### src/rtl/spi_ds_pkg.sv
// Shared constants and types for the direction-select SPI slave.
// Assumes nothing beyond being compiled before the modules that import it.
package spi_ds_pkg;
    localparam int CTRL_W   = 5;
    localparam int CTRL_EN  = 0;
    localparam int CTRL_SPI = 1;
    localparam int CTRL_BRK = 2;
    localparam int CTRL_RXE = 3;
    localparam int CTRL_TXE = 4;

    typedef enum logic [1:0] {
        PH_DIR   = 2'd0,
        PH_WRITE = 2'd1,
        PH_READ  = 2'd2
    } phase_e;
endpackage

### src/rtl/spi_ds_sync.sv
// Multi-stage flop synchronizer for a bundle of asynchronous inputs.
// Assumes each bit is independently meaningful (no multi-bit coherency needed).
module spi_ds_sync #(
    parameter int WIDTH = 3,
    parameter int STAGES = 2,
    parameter logic [WIDTH-1:0] RST_VAL = '0
) (
    input  logic             clk,
    input  logic             rst_n,
    input  logic [WIDTH-1:0] d,
    output logic [WIDTH-1:0] q
);
    logic [STAGES-1:0][WIDTH-1:0] stage_q;

    // Shift the raw inputs through the synchronizer chain.
    always_ff @(posedge clk) begin
        if (!rst_n) begin
            stage_q <= {STAGES{RST_VAL}};
        end else begin
            stage_q <= {stage_q[STAGES-2:0], d};
        end
    end

    assign q = stage_q[STAGES-1];
endmodule

### src/rtl/spi_ds_fifo.sv
// Synchronous byte queue with flush, drop-on-full push and ignore-on-empty pop.
// Assumes flush has priority over push and pop in the same cycle.
module spi_ds_fifo #(
    parameter int DATA_W = 8,
    parameter int DEPTH = 16,
    localparam int AW = (DEPTH > 1) ? $clog2(DEPTH) : 1,
    localparam int CNT_W = $clog2(DEPTH + 1)
) (
    input  logic              clk,
    input  logic              rst_n,
    input  logic              flush,
    input  logic              push,
    input  logic [DATA_W-1:0] wdata,
    input  logic              pop,
    output logic [DATA_W-1:0] rdata,
    output logic [CNT_W-1:0]  count,
    output logic              full,
    output logic              empty,
    output logic              accepted
);
    logic [DATA_W-1:0] mem [DEPTH];
    logic [AW-1:0]     wr_ptr;
    logic [AW-1:0]     rd_ptr;
    logic              do_push;
    logic              do_pop;

    function automatic logic [AW-1:0] ptr_next(input logic [AW-1:0] p);
        return (p == AW'(DEPTH - 1)) ? '0 : p + 1'b1;
    endfunction

    assign full     = (count == CNT_W'(DEPTH));
    assign empty    = (count == '0);
    assign do_push  = push && !full && !flush;
    assign do_pop   = pop && !empty && !flush;
    assign accepted = do_push;
    assign rdata    = mem[rd_ptr];

    // Store pushed bytes.
    always_ff @(posedge clk) begin
        if (do_push) begin
            mem[wr_ptr] <= wdata;
        end
    end

    // Advance pointers and occupancy; flush empties the queue.
    always_ff @(posedge clk) begin
        if (!rst_n || flush) begin
            wr_ptr <= '0;
            rd_ptr <= '0;
            count  <= '0;
        end else begin
            if (do_push) wr_ptr <= ptr_next(wr_ptr);
            if (do_pop)  rd_ptr <= ptr_next(rd_ptr);
            case ({do_push, do_pop})
                2'b10:   count <= count + 1'b1;
                2'b01:   count <= count - 1'b1;
                default: count <= count;
            endcase
        end
    end

    AST_FULL_DROPS: assert property (@(posedge clk) disable iff (!rst_n)
        (push && full && !pop && !flush) |=> $stable(count));
    AST_FLUSH_EMPTIES: assert property (@(posedge clk) disable iff (!rst_n)
        flush |=> (count == '0));
endmodule

### src/rtl/spi_ds_engine.sv
// Frame engine: decodes the direction byte, deserializes write frames and
// serializes read frames. Mode 0, MSB first.
// Assumes synchronized inputs and SCLK levels lasting several clk cycles.
module spi_ds_engine
    import spi_ds_pkg::*;
#(
    parameter int DATA_W = 8,
    localparam int BIT_W = $clog2(DATA_W)
) (
    input  logic              clk,
    input  logic              rst_n,
    input  logic              active,
    input  logic              rx_en,
    input  logic              tx_en,
    input  logic              tx_flush,
    input  logic              sclk_s,
    input  logic              mosi_s,
    input  logic              cs_n_s,
    output logic              rx_push,
    output logic [DATA_W-1:0] rx_wdata,
    output logic              tx_pop,
    input  logic [DATA_W-1:0] tx_head,
    input  logic              tx_empty,
    output logic              miso,
    output logic              miso_oe
);
    phase_e            phase;
    logic [BIT_W-1:0]  bit_cnt;
    logic [DATA_W-2:0] rxsh;
    logic [DATA_W-1:0] txsh;
    logic              sclk_d;
    logic              sclk_rise;
    logic              frame_on;
    logic              last_bit;
    logic              tx_avail;
    logic [DATA_W-1:0] tx_byte;

    assign frame_on  = active && !cs_n_s;
    assign sclk_rise = sclk_s && !sclk_d;
    assign last_bit  = (bit_cnt == BIT_W'(DATA_W - 1));
    assign tx_avail  = tx_en && !tx_empty;
    assign tx_byte   = tx_avail ? tx_head : '0;
    assign rx_wdata  = {rxsh, mosi_s};

    // Remember the previous synchronized SCLK for edge detection.
    always_ff @(posedge clk) begin
        if (!rst_n) sclk_d <= 1'b0;
        else        sclk_d <= sclk_s;
    end

    // Track frame phase, bit position and both shift registers.
    always_ff @(posedge clk) begin
        if (!rst_n || !frame_on) begin
            phase   <= PH_DIR;
            bit_cnt <= '0;
            rxsh    <= '0;
            txsh    <= '0;
        end else begin
            if (tx_flush) txsh <= '0;
            if (sclk_rise) begin
                rxsh    <= {rxsh[DATA_W-3:0], mosi_s};
                bit_cnt <= last_bit ? '0 : bit_cnt + 1'b1;
                if (phase == PH_READ) begin
                    if (bit_cnt == '0) txsh <= {tx_byte[DATA_W-2:0], 1'b0};
                    else               txsh <= {txsh[DATA_W-2:0], 1'b0};
                end
                if (last_bit && phase == PH_DIR) begin
                    phase <= mosi_s ? PH_READ : PH_WRITE;
                end
            end
        end
    end

    // Handshakes toward the queues.
    assign rx_push = frame_on && sclk_rise && last_bit && rx_en && (phase == PH_WRITE);
    assign tx_pop  = frame_on && sclk_rise && (bit_cnt == '0) && tx_avail && (phase == PH_READ);

    // Drive MISO only with read-frame data.
    always_comb begin
        miso_oe = frame_on && (phase == PH_READ);
        if (!miso_oe)            miso = 1'b0;
        else if (bit_cnt == '0)  miso = tx_byte[DATA_W-1];
        else                     miso = txsh[DATA_W-1];
    end

    AST_WRITE_MISO_IDLE: assert property (@(posedge clk) disable iff (!rst_n)
        (phase == PH_WRITE) |-> (!miso && !miso_oe));
    AST_DIR_MISO_ZERO: assert property (@(posedge clk) disable iff (!rst_n)
        (phase == PH_DIR) |-> !miso);
    AST_READ_NO_RX: assert property (@(posedge clk) disable iff (!rst_n)
        (phase == PH_READ) |-> !rx_push);
    AST_CS_RESTART: assert property (@(posedge clk) disable iff (!rst_n)
        !frame_on |=> (phase == PH_DIR && bit_cnt == '0));
endmodule

### src/rtl/spi_dirsel_slave.sv
// Top level: control register, synchronizers, frame engine, two queues, status.
// Assumes the host does not touch the queues or control while a frame is active.
module spi_dirsel_slave
    import spi_ds_pkg::*;
#(
    parameter int DATA_W = 8,
    parameter int FIFO_DEPTH = 16,
    parameter int SYNC_STAGES = 2,
    localparam int CNT_W = $clog2(FIFO_DEPTH + 1),
    localparam int STAT_W = 3 * CNT_W
) (
    input  logic              clk,
    input  logic              rst_n,
    input  logic              sclk,
    input  logic              mosi,
    input  logic              cs_n,
    output logic              miso,
    output logic              miso_oe,
    input  logic              ctrl_we,
    input  logic [CTRL_W-1:0] ctrl_wdata,
    input  logic              tx_we,
    input  logic [DATA_W-1:0] tx_wdata,
    input  logic              rx_re,
    output logic [DATA_W-1:0] rx_rdata,
    output logic [STAT_W-1:0] status
);
    logic              en_q, spi_q, rxe_q, txe_q;
    logic              tx_flush;
    logic [CNT_W-1:0]  last_acc;
    logic              sclk_s, mosi_s, cs_n_s;
    logic              rx_push, tx_pop;
    logic [DATA_W-1:0] rx_wdata, tx_head;
    logic [CNT_W-1:0]  rx_count, tx_count;
    logic              rx_full, rx_empty, rx_acc;
    logic              tx_full, tx_empty, tx_acc;

    // The transmit queue is flushed when transmit-enable goes from 0 to 1.
    assign tx_flush = ctrl_we && ctrl_wdata[CTRL_TXE] && !txe_q;

    // Hold the functional control bits; the break bit is not stored.
    always_ff @(posedge clk) begin
        if (!rst_n) begin
            {en_q, spi_q, rxe_q, txe_q} <= '0;
        end else if (ctrl_we) begin
            en_q  <= ctrl_wdata[CTRL_EN];
            spi_q <= ctrl_wdata[CTRL_SPI];
            rxe_q <= ctrl_wdata[CTRL_RXE];
            txe_q <= ctrl_wdata[CTRL_TXE];
        end
    end

    // Record how many bytes the latest push placed in the transmit queue.
    always_ff @(posedge clk) begin
        if (!rst_n)     last_acc <= '0;
        else if (tx_we) last_acc <= tx_acc ? CNT_W'(1) : '0;
    end

    spi_ds_sync #(
        .WIDTH   (3),
        .STAGES  (SYNC_STAGES),
        .RST_VAL (3'b100)
    ) u_sync (
        .clk   (clk),
        .rst_n (rst_n),
        .d     ({cs_n, mosi, sclk}),
        .q     ({cs_n_s, mosi_s, sclk_s})
    );

    spi_ds_engine #(.DATA_W(DATA_W)) u_engine (
        .clk      (clk),
        .rst_n    (rst_n),
        .active   (en_q && spi_q),
        .rx_en    (rxe_q),
        .tx_en    (txe_q),
        .tx_flush (tx_flush),
        .sclk_s   (sclk_s),
        .mosi_s   (mosi_s),
        .cs_n_s   (cs_n_s),
        .rx_push  (rx_push),
        .rx_wdata (rx_wdata),
        .tx_pop   (tx_pop),
        .tx_head  (tx_head),
        .tx_empty (tx_empty),
        .miso     (miso),
        .miso_oe  (miso_oe)
    );

    spi_ds_fifo #(.DATA_W(DATA_W), .DEPTH(FIFO_DEPTH)) u_rx_fifo (
        .clk      (clk),
        .rst_n    (rst_n),
        .flush    (1'b0),
        .push     (rx_push),
        .wdata    (rx_wdata),
        .pop      (rx_re),
        .rdata    (rx_rdata),
        .count    (rx_count),
        .full     (rx_full),
        .empty    (rx_empty),
        .accepted (rx_acc)
    );

    spi_ds_fifo #(.DATA_W(DATA_W), .DEPTH(FIFO_DEPTH)) u_tx_fifo (
        .clk      (clk),
        .rst_n    (rst_n),
        .flush    (tx_flush),
        .push     (tx_we),
        .wdata    (tx_wdata),
        .pop      (tx_pop),
        .rdata    (tx_head),
        .count    (tx_count),
        .full     (tx_full),
        .empty    (tx_empty),
        .accepted (tx_acc)
    );

    assign status = {last_acc, tx_count, rx_count};

    AST_RX_FULL_DISCARD: assert property (@(posedge clk) disable iff (!rst_n)
        (rx_push && rx_full && !rx_re) |-> !rx_acc);
    AST_RX_EMPTY_POP: assert property (@(posedge clk) disable iff (!rst_n)
        (rx_re && rx_empty && !rx_push) |=> (rx_count == '0));
    AST_TX_FULL_NOACC: assert property (@(posedge clk) disable iff (!rst_n)
        (tx_we && tx_full && !tx_pop) |=> (last_acc == '0));
    AST_NO_POP_EMPTY: assert property (@(posedge clk) disable iff (!rst_n)
        tx_pop |-> (tx_count != '0));
    AST_BREAK_NO_FLUSH: assert property (@(posedge clk) disable iff (!rst_n)
        (ctrl_we && ctrl_wdata[CTRL_BRK] && (ctrl_wdata[CTRL_TXE] == txe_q)) |-> !tx_flush);
endmodule

### config.mk
export PLATFORM = sky130hd
export DESIGN_NAME = spi_dirsel_slave
export DESIGN_NICKNAME = d
export VERILOG_FILES = /design/src/rtl/spi_ds_pkg.sv /design/src/rtl/spi_ds_sync.sv /design/src/rtl/spi_ds_fifo.sv /design/src/rtl/spi_ds_engine.sv /design/src/rtl/spi_dirsel_slave.sv
export SDC_FILE = /design/constraint.sdc
export NUM_CORES = 1
export LEC_CHECK = 0
export BUFFER_PORTS_ARGS = -buffer_cell sky130_fd_sc_hd__buf_2
export CAP_MARGIN = 20
export CORE_UTILIZATION = 65
export DETAILED_ROUTE_END_ITERATION = 8
export PLACE_DENSITY = 0.83
export SYNTH_ARGS = -nofsm -noshare
export SYNTH_HDL_FRONTEND = slang
export SYNTH_SLANG_ARGS = --single-unit
### constraint.sdc
create_clock -name clk -period 6.1 [get_ports clk]
set_input_delay 0.305 -clock clk [delete_from_list [all_inputs] [get_ports clk]]
set_output_delay 0.305 -clock clk [all_outputs]
set_load 0.05 [all_outputs]
After elaboration in Yosys (flattened, before gate mapping)
Memory sizes are Yosys's and may differ from the RTL's. A register that Yosys moved wholly into a read port is not among the register bits.
Index checks and enable logic that the tools add are counted.

storage, ports and cells
  flip-flop bits (word level) = 62
  latch bits = 0
  bits in writable memories = 256
  bits in read-only memories = 0
  bits of input ports = 21
  output and inout bits = 25
  word-level logic and storage cells = 106
  memories kept = 2

operators by class
  add/sub/neg operators = 9
  multipliers = 0
  div/mod/pow operators = 0
  $lt $le $gt $ge = 0
  equal/unequal tests = 13
  shift operators = 0
  multiplexer cells = 24
  bitwise logic cells = 0
  reduce and logical (&&, ||, !) cells = 40

memory list
  memory         depth  bits a word  read ports  clocked after Yosys merged registers in  write ports  line               text
  u_rx_fifo.mem  16     8            1           1                                        1            spi_ds_fifo.sv:21  logic [DATA_W-1:0] mem [DEPTH];
  u_tx_fifo.mem  16     8            1           1                                        1            spi_ds_fifo.sv:21

operators by type and width
  cell                                               count
  2-to-1 mux 8 bit                                   5
  2-to-1 mux 4 bit                                   8
  logical AND 1 bit                                  21
  case mux 5 bit (2 select lines)                    2
  adder 4 x 1 -> 4 bit (second input constant)       4
  == test 4 bit (second input constant)              4
  adder 5 x 1 -> 5 bit (second input constant)       2
  == test 5 bit (second input constant)              2
  zero test 1 bit                                    10
  zero test 5 bit                                    2
  subtractor 5 x 1 -> 5 bit (second input constant)  2
  2-to-1 mux 1 bit                                   7
  == test 2 x 1 -> 1 bit (second input constant)     3
  == test 2 bit (second input constant)              3
  nonzero test 2 bit                                 2
  adder 3 x 1 -> 3 bit (second input constant)       1
  == test 3 bit (second input constant)              1
  zero test 3 bit                                    1
  2-to-1 mux 3 bit                                   1
  zero test 2 bit                                    1
  logical OR 1 bit                                   2
  2-to-1 mux 2 bit                                   1
  AND reduction 2 bit                                1

Logic depth before layout (Yosys ltp)
Gate-level depths: netlist of the first run.

  word-level depth = 10
  gate-level depth with buffers = 13
  depth with buffers taken out = 12

By module
Synthesis of the first run repeated with hierarchy kept, for this count alone.

second synthesis, totals
  cell total of the unflattened synthesis = 748
  area total of the unflattened synthesis = 13335.3 µm²

by module, submodules not included
  module                   instances  cells each  area an instance (µm²)  seq. area each (µm²)
  spi_ds_fifo (u_rx_fifo)  1          298         5943.2                  4184.0
  spi_ds_fifo (u_tx_fifo)  1          302         5920.7                  4184.0
  spi_ds_engine            1          109         1053.5                  420.4
  spi_dirsel_slave         1          24          237.7                   100.1
  spi_ds_sync              1          15          180.2                   120.1

Worst setup path after synthesis of the first run
OpenSTA, ideal clock, no wires.

  kind = register -> register
  start = register u_tx_fifo.count[2]
  end = register u_tx_fifo.count[4]
  library setup time = 70 ps
  arrival = 3095 ps
  required time = 6030 ps
  slack = 2935 ps
  cell stages (with the launch flop) = 14
  buffers on the path = 2
  clock period less this slack = 3165 ps
  path through = dfxtp_1 buf_6 or4_4 o211a_2 inv_1 ha_1 clkbuf_1 xor2_1 ha_1 a21oi_1 a32o_1 a21oi_1 or3_1 a21oi_1

on the way
  cells in the longest elaborated chain, start to end = 9
  elaborated cells on any way between the ends = 17
  classes of those cells = add/sub (2); eq/ne (3); mux (1); reduce/logical (11)

ends and longest elaborated chain
  item                                                                          line                                    text
  start: declaration                                                            spi_ds_fifo.sv:16                       output logic [CNT_W-1:0] count,
  start signal: assignment                                                      spi_ds_fifo.sv:55                       2'b10: count <= count + 1'b1;
  start signal: assignment                                                      spi_ds_fifo.sv:56                       2'b01: count <= count - 1'b1;
  start signal: assignment                                                      spi_ds_fifo.sv:57                       default: count <= count;
  zero test 5 bit                                                               spi_ds_fifo.sv:32                       assign empty = (count == '0);
  zero test 1 bit                                                               spi_ds_fifo.sv:34, spi_ds_engine.sv:41
  logical AND 1 bit                                                             spi_ds_engine.sv:41                     assign tx_avail = tx_en && !tx_empty;
  logical AND 1 bit (2 in series)                                               spi_ds_engine.sv:76                     assign tx_pop = frame_on && sclk_rise && (bit_cnt == '0) && tx_avail && (phase == PH_READ);
  logical AND 1 bit (2 in series)                                               spi_ds_fifo.sv:34                       assign do_pop = pop && !empty && !flush;
  == test 2 x 1 -> 1 bit / == test 2 bit (equally long branches)                spi_ds_fifo.sv:54                       case ({do_push, do_pop})
  case mux 5 bit (2 select lines) / nonzero test 2 bit (equally long branches)  -

Several ways; a longest one is shown, not always the timed one.
A chain may end at the register's enable or synchronous reset.

Final worst setup path of the first run
  start = register u_engine.bit_cnt[1]
  end = register u_rx_fifo.count[4]

on the way
  cells in the longest elaborated chain, start to end = 7
  elaborated cells on any way between the ends = 9
  classes of those cells = eq/ne (3); mux (1); reduce/logical (5)

ends and longest elaborated chain
  item                                                                          line                 text
  start: declaration                                                            spi_ds_engine.sv:28  logic [BIT_W-1:0] bit_cnt;
  start signal: assignment                                                      spi_ds_engine.sv:62  bit_cnt <= last_bit ? '0 : bit_cnt + 1'b1;
  == test 3 bit *                                                               spi_ds_engine.sv:40  assign last_bit = (bit_cnt == BIT_W'(DATA_W - 1));
  logical AND 1 bit * (3 in series)                                             spi_ds_engine.sv:75  assign rx_push = frame_on && sclk_rise && last_bit && rx_en && (phase == PH_WRITE);
  logical AND 1 bit *                                                           spi_ds_fifo.sv:33    assign do_push = push && !full && !flush;
  == test 2 x 1 -> 1 bit / == test 2 bit (equally long branches)                spi_ds_fifo.sv:54
  case mux 5 bit (2 select lines) / nonzero test 2 bit (equally long branches)  -
  end signal: assignment                                                        spi_ds_fifo.sv:55
  end signal: assignment                                                        spi_ds_fifo.sv:56
  end signal: assignment                                                        spi_ds_fifo.sv:57
  end: declaration                                                              spi_ds_fifo.sv:16

Mark *: on every way between the ends. The rest lies on a longest branch, timed or not.

==> results by group, run 1 <==
Outcome
  • Status: complete, no violations

Placement
  • Final HPWL DP: 16260 um
  • Dpl ws: about 2700 ps
  • GPL Wtd Cong: around 0.80
  • # port buffers: 40

Power and ir drop
  • Max IR drop VDD: between 0.3 and 0.4 mV
  • Total power draw: between 0.004 and 0.005 W
  • Power per Cell Area: roughly 300 mW/mm^2
  • Static Leak: approximately 4.8 nW

Yosys
  • Seq/Total Area, Yosys: between 60% and 70%
  • Top_reg_cell synth: edfxtp_1
  • Yosys cell types: a little under 60
  • Post-synth EDFFs: around 260
  • Post-Syn Area: 0.01288 mm^2
  • Syn Area/Cell: about 17 um^2
  • Post-synth ARST share: 0%
  • Post-synthesis sequential element count: approximately 320
  • Mapped Cells: roughly 740
  • Yosys Warn Count: 0

Global route
  • Total track usage: between 20% and 30%
  • Vias in the first global route: about 7300
  • Congestion Overflow GR: 0
  • Initial antenna violation count: 1
  • First-pass GRT wire length: roughly 40000 um
  • Largest net degree at the start of global routing: 33

Run
  • MaxCap Viol Count: 0

STA
  • Endpoints failing hold: 0
  • Slew Viols, Final: 0
  • Peak Freq: between 0.2 and 0.3 GHz
  • Final Critical Period: between 3000 and 4000 ps
  • Clock Skew: roughly 18 ps
  • RSZ-0062 raised after global routing: false
  • Period utilization: a little under three fifths
  • Final setup fails: 0
  • Tightest Pin Transition: 991.6 ps
  • Final WS setup: about 2600 ps
  • Slew margin rel.: 33.65%
  • Setup TNS: 0 ps

Clock network
  • Max clock buf depth: 3
  • Postcts setup bufs: 0
  • H-tree levels: 1
  • Root Buffer: clkbuf_16
  • Skew-Pair Late Insertion Delay: around 560 ps
  • CTS tree: yes
  • Post-CTS sizing: 0
  • Clock Sinks: roughly 320
  • Clock transition at the registers of the reported paths: roughly 60 ps
  • TritonCTS buffer count: 30

Worst setup path
  • Critical path class: flop to flop
  • Startpoint types: flop
  • Critical path required time: approximately 6600 ps
  • Worst Path Arrival: about 3900 ps
  • Most numerous cell on the critical path: ha_1
  • Critical path's largest stage delay: about 700 ps
  • Crit-path max FO: 10
  • WP buf/inv: 1
  • Critical path, cell by cell: ha_1 > ha_1 > nand4bb_4 > a2111oi_4 > inv_2 > ha_1 > fa_1 > a21o_1 > a21oi_1 > xor2_1 > or3_1 > a21oi_1
  • Crit end category: flop
  • Critical path's top delay family: compound AO/OA/AOI/OAI gates
  • Crit-path slowest cell: a2111oi_4

Floorplanning
  • Initial Utilization: 66.20%
  • Row count: 51
  • Die width: 142.8 um
  • Core area: 0.01946 mm^2
  • Die area: about 0.020 mm^2
  • Die H: roughly 140 um
  • # IOs: 46

Detailed routing
  • Via count: between 6000 and 7000
  • Drt total wl: roughly 26000 um
  • Routed vias/inst: around 6.3
  • DRC: 0
  • Pre-antenna DRT Iters: 6
  • Routed length per instance: approximately 24 um
  • Routed Antenna Nets: 0
  • Initial drt markers: 577

Hold path
  • Hold crit path type: input pin to flop

Final layout
  • Diode count: 0
  • Commonest non-fill, non-tap cells in the layout: 256 x edfxtp_1, 72 x mux4_2, 63 x dfxtp_1
  • Leading cell type in the layout, fill and taps excluded: edfxtp_1
  • Nets: between 800 and 900
  • Synthesis-to-finish area growth: 11.47%
  • Share of layout cells above drive strength 1: a little under a quarter
-- metrics by stage --
step | hold slack (ps) | util, % | instance area, um^2 | std cells
floorplan | 386.3 | - | 12900 | 746
global placement | 392.1 | 68.17 | 13270 | 1020
detailed placement | 405.6 | 68.25 | 13280 | 1022
CTS | 2.813 | 73.80 | 14360 | 1083
global route | 23.15 | 73.80 | 14360 | 1083
finish | 16.86 | 73.80 | 14360 | 1083
-- registers in the layout, summed over array words and instances, names as in the netlist, 2 cells and up, named ones only --
register / flops
u_rx_fifo.mem: 128
u_tx_fifo.mem: 128
u_engine.txsh: 8
u_engine.rxsh: 7
u_rx_fifo.count: 5
u_tx_fifo.count: 5
u_rx_fifo.rd_ptr: 4
u_rx_fifo.wr_ptr: 4
u_tx_fifo.rd_ptr: 4
u_tx_fifo.wr_ptr: 4
u_engine.bit_cnt: 3
u_sync.q: 3
u_sync.stage_q: 3
u_engine.phase: 2
-- path summary, 6_finish.rpt --
kind | depth (start not counted) | from | end | slack [ps]
worst max-delay path | 12 | u_engine.bit_cnt[1]$_SDFFE_PP0N_ | u_rx_fifo.count[4]$_SDFFE_PN0P_ | 2620
worst min-delay path | 3 | ctrl_wdata[4] | txe_q$_SDFFE_PN0P_ | 20
worst max register to register | 12 | u_engine.bit_cnt[1]$_SDFFE_PP0N_ | u_rx_fifo.count[4]$_SDFFE_PN0P_ | 2620
worst min register to register | 1 | u_sync.stage_q[2]$_SDFF_PN1_ | u_sync.q[2]$_SDFF_PN1_ | 420
-- final cells by class --
class                   count  area, um^2
fillers                  1075        5100
repair buffers             53       310.3
clock buffers              45       898.4
flip-flops and latches    322        9012
multi-input cells         371        3618
clock inverters            11       131.4
well taps                 265       331.6
inverters                  16       60.06
-- logic make-up (layout without fill, tap and decap cells) --
kind of cell	after synthesis	in the layout	share of synthesized area (%)
other	1	4	0.02910
buffers and inverters	53	125	2.088
adders and majority gates	21	21	2.098
muxes	100	100	14.76
DFF	322	322	69.92
AOI/OAI and AO/OA	81	81	4.311
and+or+nand+nor	153	153	5.982
xor gates and xnor gates	12	12	0.8157
-- worst min-delay path, delay by kind of cell --
| kind | cells | cell delay [ps] |
|---|---|---|
| buf+inv | 1 | 90 |
| simple gates | 1 | 80 |
| mux | 1 | 60 |
-- metal layers --
metal	track usage [%]	vias to the layer above	routed length (um)
li1	-	3003	-
met3	4.125	82	1284
met2	49.82	282	14090
met4	13.36	0	1071
met1	30.35	3469	9202
met5	0	-	0
-- power breakdown --
group           total, W  internal, W  switching (W)
sequential       0.00237      0.00236     0.00000847
clock            0.00192      0.00114       0.000778
combinational  0.0000815    0.0000255      0.0000561
-- repair_timing --
action | 4_1_cts | 5_1_grt
endpoints found under the setup margin | 0 | 0
hold endpoints to repair | 5 | 0
hold buffers | 5 | 0
-- synth_stat cells (12+ instances only) --
| master | n | share of area [%] |
|---|---|---|
| a21oi_1 | 41 | 1.6 |
| mux2i_1 | 28 | 2.2 |
| clkbuf_1 | 12 | 0.35 |
| dfxtp_1 | 66 | 10 |
| nor3_1 | 12 | 0.47 |
| edfxtp_1 | 256 | 60 |
| and2_1 | 14 | 0.68 |
| inv_1 | 14 | 0.41 |
| nand2_1 | 37 | 1.1 |
| nor2_1 | 51 | 1.5 |
| ha_1 | 20 | 1.9 |
| mux4_2 | 72 | 13 |
Power figures use the tool's default switching activity.
==> run 2, diff against run 1 <==
Settings changed: ABC_AREA from default to 1, CORE_UTILIZATION 65 to 62, PLACE_DENSITY 0.83 to 0.8.
Clock period 6.1 ns to 3.5 ns, I/O delays scaled along.
==> run 2 against run 1 <==
  * Sequential share of layout area decreased by 3.4 points
  * Combinational power grew to 20 times the previous value
  * Sequential cell count unchanged
  * Final cell count is 55% higher
  * Via count rose by 39%
  * Critical endpoint is now rx_rdata[5]
  * Largest power group unchanged
==> results by group, run 2 <==
STA
  • Peak Freq: around 0.36 GHz
  • Worst hold margin: 56.82 ps (+39.96 ps)
  • Final setup fails: 0 (unchanged)
  • Setup TNS: 0 ps (unchanged)
  • Tightest Pin Transition: 869.3 ps (-122.3 ps)
  • Period utilization: 79.44%
  • Slew margin rel.: 41.83% (+8.2 points)
  • RSZ-0062 raised after global routing: false
  • Final Critical Period: ~2800 ps
  • Clock Skew: 11.41 ps (-6.944 ps)
  • Slew Viols, Final: 0 (unchanged)
  • Endpoints failing hold: 0 (unchanged)
  • Final WS setup: 719.8 ps (-1905 ps)

Final layout
  • Commonest non-fill, non-tap cells in the layout: 259 x nand2_1, 256 x edfxtp_1, 162 x nor2_1
  • Synthesis-to-finish area growth: 9.823%
  • Post-Layout Cell Count: 1677 (+55%)
  • Share of layout cells above drive strength 1: 9.377% (-14 points)
  • Nets: 1416 (+69%)
  • Diode count: 0 (unchanged)
  • Leading cell type in the layout, fill and taps excluded: nand2_1
  • Regs by FF count: u_rx_fifo.mem (128), u_tx_fifo.mem (128), u_engine.txsh (8)
  • Fillcell total: 1494 (+39%)

Yosys
  • Synth top area share: 55.58% (-4.1 points)
  • Post-synthesis sequential element count: 322 (unchanged)
  • Yosys Warn Count: 0 (unchanged)
  • Post-Syn Area: 0.01383 mm^2 (+7.4%)
  • Mapped Cells: 1329 (+79%)
  • Syn Area/Cell: 10.41 um^2 (-40%)
  • Yosys cell types: 42 (-28%)
  • Post-synth ARST share: 0% (unchanged)
  • Most common cell in the netlist: nand2_1
  • Largest cells by area after synthesis: edfxtp_1 56%, dfxtp_1 9.6%, nand2_1 7.0%
  • Area leader, netlist: edfxtp_1
  • Top_reg_cell synth: edfxtp_1
  • Post-synth EDFFs: 256 (unchanged)
  • Seq/Total Area, Yosys: 65.13% (-4.8 points)
  • Top post-synthesis cells by count: 259 x nand2_1, 256 x edfxtp_1, 162 x nor2_1, 155 x inv_1, 118 x nand3_1

Clock network
  • Clock Sinks: 322 (unchanged)
  • TritonCTS buffer count: 31 (+3.3%)
  • H-tree levels: 1 (unchanged)
  • Postcts setup bufs: 0 (unchanged)
  • CTS tree: yes
  • Root Buffer: clkbuf_16
  • Max clock buf depth: 3 (unchanged)
  • Clock transition at the registers of the reported paths: 60 ps (about the same)
  • Skew-Pair Late Insertion Delay: 550 ps (about the same)

Worst setup path
  • Worst Path Arrival: 2610 ps (-1330 ps)
  • Crit-path slowest cell: dfxtp_2
  • Reg2reg setup slack: 1020 ps (-1600 ps)
  • Worst reg-to-reg path cell count: 13 (+1)
  • Critical path's largest stage delay: 690 ps (about the same)
  • Startpoint types: flop
  • Crit end category: output pin
  • Most numerous cell on the critical path: o21ai_0
  • Critical path required time: 3320 ps (-3240 ps)
  • FF-to-FF Start: u_engine.bit_cnt[0]$_SDFFE_PP0N_
  • Crit-path max FO: 32 (+22)
  • Critical path's top delay family: flip-flops
  • Critical path, cell by cell: buf_4 > nor2_1 > o21ai_0 > o21ai_0 > o211ai_1 > nand2_1 > buf_2
  • WP buf/inv: 2 (+1)
  • Critical path class: flop to output pin
  • Reg2reg end: u_rx_fifo.count[4]$_SDFFE_PN0P_

Hold path
  • Hold Crit Depth: 1 (-2)
  • WHS Endpoint: u_tx_fifo.mem[8][1]$_DFFE_PP_
  • Hold crit path type: input pin to flop
  • Worst Min Path Start: tx_wdata[1]

Global route
  • Total track usage: 26.35% (-0.59 points)
  • Vias in the first global route: 9008 (+23%)
  • Congestion Overflow GR: 0 (unchanged)
  • First-pass GRT wire length: 46250 um (+15%)
  • Initial antenna violation count: 0 (-1)
  • Largest net degree at the start of global routing: 65 (+97%)

Floorplanning
  • Die width: 151.4 um (+6.0%)
  • Initial Utilization: 63.38% (-2.8 points)
  • Core area: 0.02182 mm^2 (+12%)
  • Row count: 54 (+5.9%)
  • Die area: 0.02291 mm^2 (+12%)
  • Die H: 151.4 um (+6.0%)
  • # IOs: 46 (unchanged)

Placement
  • GPL Wtd Cong: 0.8573 (+7.0%)
  • # port buffers: 40 (unchanged)
  • Dpl ws: 1018 ps (-1714 ps)
  • Placed insts: 1606 (+57%)
  • Final HPWL DP: 18150 um (+12%)

Detailed routing
  • Initial drt markers: 884 (+53%)
  • Routed length per instance: 17.65 um (-25%)
  • Routed vias/inst: 5.671 (-10%)
  • DRC: 0 (unchanged)
  • Drt total wl: 29600 um (+15%)
  • Routed Antenna Nets: 0 (unchanged)
  • Via count: 9511 (+39%)
  • Pre-antenna DRT Iters: 8 (+2)

Outcome
  • Status: complete, no violations

Run
  • MaxCap Viol Count: 0 (unchanged)

Power and ir drop
  • Max IR drop VDD: 0.4317 mV (+37%)
  • Static Leak: 6.031 nW (+26%)
  • Total power draw: 0.008880 W (+100%)
  • Power per Cell Area: 584.6 mW/mm^2 (+92%)
==> run 2: changes by cell type after synthesis, sizes merged, moves of 28 or more <==
| cell | before | now |
|---|---|---|
| o211ai | 1 | 32 |
| mux4 | 72 | 0 |
| nor2 | 51 | 172 |
| mux2i | 28 | 0 |
| nand3 | 4 | 120 |
| inv | 15 | 162 |
| o21ai | 7 | 100 |
| nand2 | 39 | 265 |
==> run 2: cell type report <==
cell class	instances	area (um^2)	area share [%]
timing repair buffer	64	430.4	2.833
clock inverter	18	88.84	0.5848
sequential	322	9012	59.33
tap	280	350.3	2.306
clock buffer	38	803.3	5.288
inverter	165	625.6	4.118
multi-input combinational	790	3880	25.54
==> run 2: power breakdown <==
group          internal [W]  switching (W)
sequential          0.00418       0.000113
clock               0.00162        0.00134
combinational      0.000456        0.00117
total               0.00625        0.00263
==> run 2: logic make-up after synthesis <==
kind of cell	count (synthesis)	synth area share [%]
other	1	0.02711
AND/OR/NAND/NOR	571	17.94
buffers and inverters	220	6.902
AO/OA/AOI/OAI	184	7.418
adder cells (fa/ha/maj)	21	1.954
flip-flops	322	65.13
XOR/XNOR	10	0.6332
==> run 2: how the worst max path moves through the flow <==
stage | startpoint | depth (start not counted) | endpoint
3_3_place_gp | u_engine.bit_cnt[1]$_SDFFE_PP0N_ | 13 | u_rx_fifo.count[4]$_SDFFE_PN0P_
5_1_grt | flop | 7 | rx_rdata[5]
2_1_floorplan | u_tx_fifo.count[2]$_SDFFE_PP0P_ | 17 | u_tx_fifo.count[4]$_SDFFE_PP0P_
6_report | flop | 7 | rx_rdata[5]
3_5_place_dp | u_engine.bit_cnt[0]$_SDFFE_PP0N_ | 13 | u_rx_fifo.count[4]$_SDFFE_PN0P_
4_1_cts | flop | 7 | rx_rdata[5]
==> run 2: per-stage QoR <==
stage          util (%)  area [um^2]
2_1_floorplan         -        13840
3_3_place_gp      64.83        14150
3_5_place_dp      64.83        14150
4_1_cts           69.61        15190
5_1_grt           69.61        15190
6_report          69.61        15190
==> run 2: layer usage <==
layer | vias to the layer above | share of wire [%] | GRT usage (%)
met5 | - | 0 | 0
met4 | 0 | 2.8 | 8.750
met3 | 68 | 8.6 | 3.675
met2 | 432 | 47 | 41.67
met1 | 4487 | 41 | 37.67
li1 | 4524 | - | -
==> run 2: what timing repair did <==
| action | CTS | global route |
|---|---|---|
| endpoints found under the hold margin | 11 | 0 |
| hold buffers | 15 | 0 |
| setup endpoints to repair | 0 | 0 |
| resized for setup | 0 | 0 |
